<file path="config.mk">
export PLATFORM = sky130hd
export DESIGN_NAME = xmem_dram_ctrl
export DESIGN_NICKNAME = d
export VERILOG_FILES = /design/src/rtl/xmem_pkg.sv /design/src/rtl/xmem_phase_detect.sv /design/src/rtl/xmem_refresh_timer.sv /design/src/rtl/xmem_sequencer.sv /design/src/rtl/xmem_dram_ctrl.sv
export SDC_FILE = /design/constraint.sdc
export NUM_CORES = 1
export LEC_CHECK = 0
export BUFFER_PORTS_ARGS = -buffer_cell sky130_fd_sc_hd__buf_2
export CAP_MARGIN = 10
export CORE_MARGIN = 2
export CORE_UTILIZATION = 25
export CTS_CLUSTER_DIAMETER = 60
export CTS_CLUSTER_SIZE = 16
export DETAILED_ROUTE_END_ITERATION = 7
export PLACE_DENSITY = 0.55
export SYNTH_ARGS = -nofsm -noshare
export SYNTH_HDL_FRONTEND = slang
export SYNTH_HIERARCHICAL = 1
export SYNTH_SLANG_ARGS = --single-unit
</file>
<file path="constraint.sdc">
create_clock -name clk -period 1.7 [get_ports clk]
set_input_delay 0.255 -clock clk [delete_from_list [all_inputs] [get_ports clk]]
set_output_delay 0.255 -clock clk [all_outputs]
set_load 0.1 [all_outputs]
</file>
<file path="src/rtl/xmem_pkg.sv">
package xmem_pkg;
  typedef enum logic [2:0] {
    ST_IDLE,
    ST_ROW,
    ST_RAS,
    ST_COL,
    ST_CAS,
    ST_REF_CAS,
    ST_REF_RAS
  } seq_state_t;
endpackage

</file>
<file path="src/rtl/xmem_phase_detect.sv">
module xmem_phase_detect (
  input  logic clk,
  input  logic rst,
  input  logic phase_in,
  output logic rise,
  output logic fall
);
  logic phase_q;

  always_ff @(posedge clk) begin
    if (rst) phase_q <= 1'b0;
    else     phase_q <= phase_in;
  end

  assign rise = phase_in & ~phase_q;
  assign fall = ~phase_in & phase_q;
endmodule

</file>
<file path="src/rtl/xmem_refresh_timer.sv">
module xmem_refresh_timer #(
  parameter int REF_INTERVAL = 50,
  parameter int NUM_BANKS    = 4
) (
  input  logic                         clk,
  input  logic                         rst,
  input  logic                         grant,
  output logic                         pending,
  output logic [$clog2(NUM_BANKS)-1:0] ptr
);
  localparam int CNT_W = (REF_INTERVAL > 1) ? $clog2(REF_INTERVAL) : 1;
  localparam int SEL_W = $clog2(NUM_BANKS);

  logic [CNT_W-1:0] cnt;
  logic             hit;

  assign hit = (cnt == CNT_W'(REF_INTERVAL - 1));

  always_ff @(posedge clk) begin
    if (rst) begin
      cnt     <= '0;
      pending <= 1'b0;
    end else begin
      cnt     <= hit ? '0 : cnt + 1'b1;
      pending <= hit | (pending & ~grant);
    end
  end

  always_ff @(posedge clk) begin
    if (rst) begin
      ptr <= '0;
    end else if (grant) begin
      ptr <= (ptr == SEL_W'(NUM_BANKS - 1)) ? '0 : ptr + 1'b1;
    end
  end
endmodule

</file>
<file path="src/rtl/xmem_sequencer.sv">
module xmem_sequencer
  import xmem_pkg::*;
#(
  parameter int ADDR_W    = 16,
  parameter int BANK_W    = 8,
  parameter int MA_W      = 10,
  parameter int NUM_BANKS = 4
) (
  input  logic                         clk,
  input  logic                         rst,
  input  logic                         rise,
  input  logic                         fall,
  input  logic                         req,
  input  logic [ADDR_W-1:0]            addr,
  input  logic [BANK_W-1:0]            bank,
  input  logic                         ref_pending,
  input  logic [$clog2(NUM_BANKS)-1:0] ref_ptr,
  output logic                         ref_grant,
  output logic [MA_W-1:0]              ma,
  output logic                         ras_n,
  output logic                         cas_n,
  output logic [NUM_BANKS-1:0]         row_sel
);
  localparam int SEL_W  = $clog2(NUM_BANKS);
  localparam int HI_W   = ADDR_W - MA_W;
  localparam int COLB_W = MA_W - HI_W;

  seq_state_t             state;
  logic [MA_W-1:0]        col_q;
  logic [MA_W-1:0]        col_d;
  logic [SEL_W-1:0]       acc_bank;
  logic [NUM_BANKS-1:0]   acc_oh;
  logic [NUM_BANKS-1:0]   ref_oh;

  assign acc_bank  = bank[SEL_W-1:0];
  assign col_d     = {bank[SEL_W +: COLB_W], addr[ADDR_W-1:MA_W]};
  assign ref_grant = rise & ~req & ref_pending;

  for (genvar b = 0; b < NUM_BANKS; b++) begin : g_decode
    assign acc_oh[b] = (acc_bank == SEL_W'(b));
    assign ref_oh[b] = (ref_ptr  == SEL_W'(b));
  end

  always_ff @(posedge clk) begin
    if (rst) begin
      state   <= ST_IDLE;
      ma      <= '0;
      col_q   <= '0;
      ras_n   <= 1'b1;
      cas_n   <= 1'b1;
      row_sel <= '0;
    end else if (fall) begin
      state   <= ST_IDLE;
      ras_n   <= 1'b1;
      cas_n   <= 1'b1;
      row_sel <= '0;
    end else if (rise) begin
      if (req) begin
        state   <= ST_ROW;
        ma      <= addr[MA_W-1:0];
        col_q   <= col_d;
        row_sel <= acc_oh;
      end else if (ref_pending) begin
        state   <= ST_REF_CAS;
        cas_n   <= 1'b0;
        row_sel <= ref_oh;
      end
    end else begin
      unique case (state)
        ST_ROW: begin
          ras_n <= 1'b0;
          state <= ST_RAS;
        end
        ST_RAS: begin
          ma    <= col_q;
          state <= ST_COL;
        end
        ST_COL: begin
          cas_n <= 1'b0;
          state <= ST_CAS;
        end
        ST_REF_CAS: begin
          ras_n <= 1'b0;
          state <= ST_REF_RAS;
        end
        default: state <= state;
      endcase
    end
  end
endmodule

</file>
<file path="src/rtl/xmem_dram_ctrl.sv">
module xmem_dram_ctrl #(
  parameter int ADDR_W       = 16,
  parameter int BANK_W       = 8,
  parameter int MA_W         = 10,
  parameter int NUM_BANKS    = 4,
  parameter int REF_INTERVAL = 50
) (
  input  logic                 clk,
  input  logic                 rst,
  input  logic                 phase_clk,
  input  logic [ADDR_W-1:0]    cpu_addr,
  input  logic [BANK_W-1:0]    data_bus,
  input  logic                 req,
  input  logic                 rd_wr,
  output logic [MA_W-1:0]      ma,
  output logic                 ras_n,
  output logic                 cas_n,
  output logic [NUM_BANKS-1:0] row_sel
);
  localparam int SEL_W = $clog2(NUM_BANKS);

  logic             rise;
  logic             fall;
  logic             ref_pending;
  logic             ref_grant;
  logic [SEL_W-1:0] ref_ptr;
  logic             unused_inputs;

  assign unused_inputs = ^{rd_wr, data_bus};

  xmem_phase_detect u_phase (
    .clk      (clk),
    .rst      (rst),
    .phase_in (phase_clk),
    .rise     (rise),
    .fall     (fall)
  );

  xmem_refresh_timer #(
    .REF_INTERVAL (REF_INTERVAL),
    .NUM_BANKS    (NUM_BANKS)
  ) u_timer (
    .clk     (clk),
    .rst     (rst),
    .grant   (ref_grant),
    .pending (ref_pending),
    .ptr     (ref_ptr)
  );

  xmem_sequencer #(
    .ADDR_W    (ADDR_W),
    .BANK_W    (BANK_W),
    .MA_W      (MA_W),
    .NUM_BANKS (NUM_BANKS)
  ) u_seq (
    .clk         (clk),
    .rst         (rst),
    .rise        (rise),
    .fall        (fall),
    .req         (req),
    .addr        (cpu_addr),
    .bank        (data_bus),
    .ref_pending (ref_pending),
    .ref_ptr     (ref_ptr),
    .ref_grant   (ref_grant),
    .ma          (ma),
    .ras_n       (ras_n),
    .cas_n       (cas_n),
    .row_sel     (row_sel)
  );
endmodule

</file>
==> impl_metrics.csv <==
group,metric,value,unit
status,status,"finished clean",
routing,drtIter0Drc,21,
synth,ys_async_sr_fraction,0,%
power,power,2.18,mW
routing,viasPerCell,4.25,
power,power.switching,622,uW
synth,netlist_top_cells_count,"dfxtp_1 (39), nor2_1 (22), inv_1 (12), mux2_2 (12), mux2i_1 (12)",
timing,setup_tns,0,ns
timing,hold_viol_final,0,
run,cap_violations,0,
critical_path,cp-start-kind,"flop",
cts,clkLatencyLatePin,0.29,ns
cells_and_area,antennaDiodeCount,0,
cts,cts_hold_buffers,0,
synth,synth_area,1780,um^2
cells_and_area,fillers,722,
timing,skew,0.00473,ns
cells_and_area,fin_nets,263,
global_route,grt_max_degree,23,
synth,ys_ff_latch,39,
power,p_comb_share,19.1,%
power,swShare,28.5,%
place,placedInstanceArea,2140,um^2
floorplanning,die_x,88.5,um
floorplanning,die_h,88.5,um
cells_and_area,final_cell_area,2260,um^2
critical_path,endpoint_kind,"flop",
cts,cts_max_path_buffers,2,
cells_and_area,seq_area,781,um^2
timing,drv_slew,0,
synth,yosysMostFrequentCell,"dfxtp_1",
power,p_leak,0.980,nW
floorplanning,std_cell_rows,30,
power,clockPowerShare,36.0,%
power,cellInternalPower,1.56,mW
synth,synth.area.top_cells,"dfxtp_1 (44%), mux2_2 (7.6%), a211oi_2 (7.0%)",
cts,cts-root-buf,"clkbuf_8",
cts,clk_pin_slew,0.08,ns
global_route,grt_pass1_wl,5.76,mm
synth,avgSynthCellArea,9.80,um^2
cts,cts_buffers,5,
synth,yosysSeqAreaShare,43.8,%
synth,synth_edf_count,0,
floorplanning,core,6870,um^2
place,gp_congestion,0.750,
timing,finalSetupViolations,0,
cts,cts_tree,"done",
place,dp_hpwl,2.86,mm
routing,drcViolationCount,0,
critical_path,arrival,1.74,ns
global_route,grt_pass1_vias,1246,
floorplanning,start_util,26.0,%
synth,synth_cell_types,38,
routing,ant_nets,0,
timing,rsz0062_at_grt,"no",
synth,synth_warnings,6,
synth,synth-main-ff-cell,"dfxtp_1",
critical_path,path_class,"reg2reg",
routing,avgRoutedWirePerCell,11.1,um
timing,slew_headroom,67.4,%
power,p_seq_share,44.9,%
cells_and_area,syn2layout_area_growth,26.9,%
routing,drt_pass1_iterations,4,
global_route,grt_overflow_total,0,
cells_and_area,drive_gt1_share,37.9,%
timing,period_share,92.5,%
critical_path,cp_max_fo,11,
place,dp_slack,-0.0325,ns
routing,vias,1393,
place,io_buffer_count,41,
cts,htreeDepth,2,
routing,routed_wl,3.64,mm
cells_and_area,multi_input_area,910,um^2
floorplanning,die_area,7830,um^2
global_route,grtUsageTotal,9.52,%
global_route,antenna_found_initial,0,
cts,cts_sinks,39,
power,power.density,964,nW/um^2
critical_path,worstPathRequired,1.87,ns
synth,synth_top_area_share,43.8,%
min_path,hold_class,"in2reg",
synth,syn_inst,182,
power,vdd_drop_max,0.376,mV
timing,max_freq,0.636,GHz
timing,tightest_slew,0.492,ns
synth,synth_nets,214,
floorplanning,ioPinCount,45,
synth,yosys.area.top_type,"dfxtp_1",
timing,fin_crit,1.57,ns
timing,setup_ws,0.128,ns
## metal layers
layer / GRT usage (%) / part of all wire (%)
met1: 11.5 / 47
met2: 15.5 / 48
met3: 3.36 / 4.7
met4: 3.72 / 0.88
met5: 0 / 0
## metrics by stage
step	instances	util [%]	hold WS (ns)
2_1_floorplan	182	-	0.327
3_3_place_gp	320	31.2	0.440
3_5_place_dp	320	31.2	0.449
4_1_cts	328	32.9	0.192
5_1_grt	328	33.0	0.207
6_report	328	33.0	0.199
## cell usage in the layout (no fill, tap or decap), types with 6 or more instances in the layout
master    instances
dfxtp_1          39
nand2_1           9
mux2i_1          12
mux2_2           12
inv_1            12
a211oi_2         10
buf_2            41
clkbuf_8          6
a211oi_1         11
nor2_1           22
buf_4            10
## critical path: stages, from the launching register on
cell and delay [ns]:
dfxtp_1 0.32, nor2b_1 0.06, or4b_4 0.49, buf_4 0.19, a211oi_1 0.32, a211oi_2 0.07
## final timing paths
kind	to	cells after the start	slack (ns)	startpoint
setup / recovery	u_seq/ma[2]	5	0.13	u_phase/phase_q
hold / removal	u_seq/col_q[4]	3	0.20	cpu_addr[14]
setup reg to reg	u_seq/ma[2]	5	0.13	u_phase/phase_q
hold reg to reg	u_seq/row_sel[3]	2	0.46	u_seq/row_sel[3]
## final cells by class
type	instances	area share (%)
clock buffers	6	3.65
clock inverters	2	1.55
inverters	12	1.99
multi-input cells	121	40.2
flip-flops and latches	39	34.5
well taps	96	5.30
repair buffers	52	12.9
## kinds of logic (layout without fill, tap and decap cells)
logic type	count (synthesis)	after routing	synth area share [%]
and+or+nand+nor	50	50	14.3
AOI/OAI and AO/OA	41	41	18.7
DFF	39	39	43.8
muxes	24	24	14.3
buffers and inverters	22	72	5.33
adders and majority gates	3	3	2.10
xor gates and xnor gates	3	3	1.47
## power by group through the flow
stage	Combinational [mW]	Sequential [mW]	Clock [mW]
2_1_floorplan	0.164	1.16	0
3_3_place_gp	0.417	1.00	0
3_5_place_dp	0.420	1.00	0
4_1_cts	0.421	0.981	0.821
5_1_grt	0.445	0.987	0.856
6_report	0.418	0.980	0.786
## sequential cells by signal, summed over array words and instances, names as in the netlist
name / flops
u_phase/phase_q: 1
u_seq/cas_n: 1
u_seq/col_q: 10
u_seq/ma: 10
u_seq/ras_n: 1
u_seq/row_sel: 4
u_seq/state: 3
u_timer/cnt: 6
u_timer/pending: 1
u_timer/ptr: 2
## timing repair
item | in CTS | in global routing
resized for setup | 0 | 2
endpoints found under the setup margin | 0 | 5
buffers inserted | 0 | 0
No activity file was read; power rests on OpenSTA's default activity.
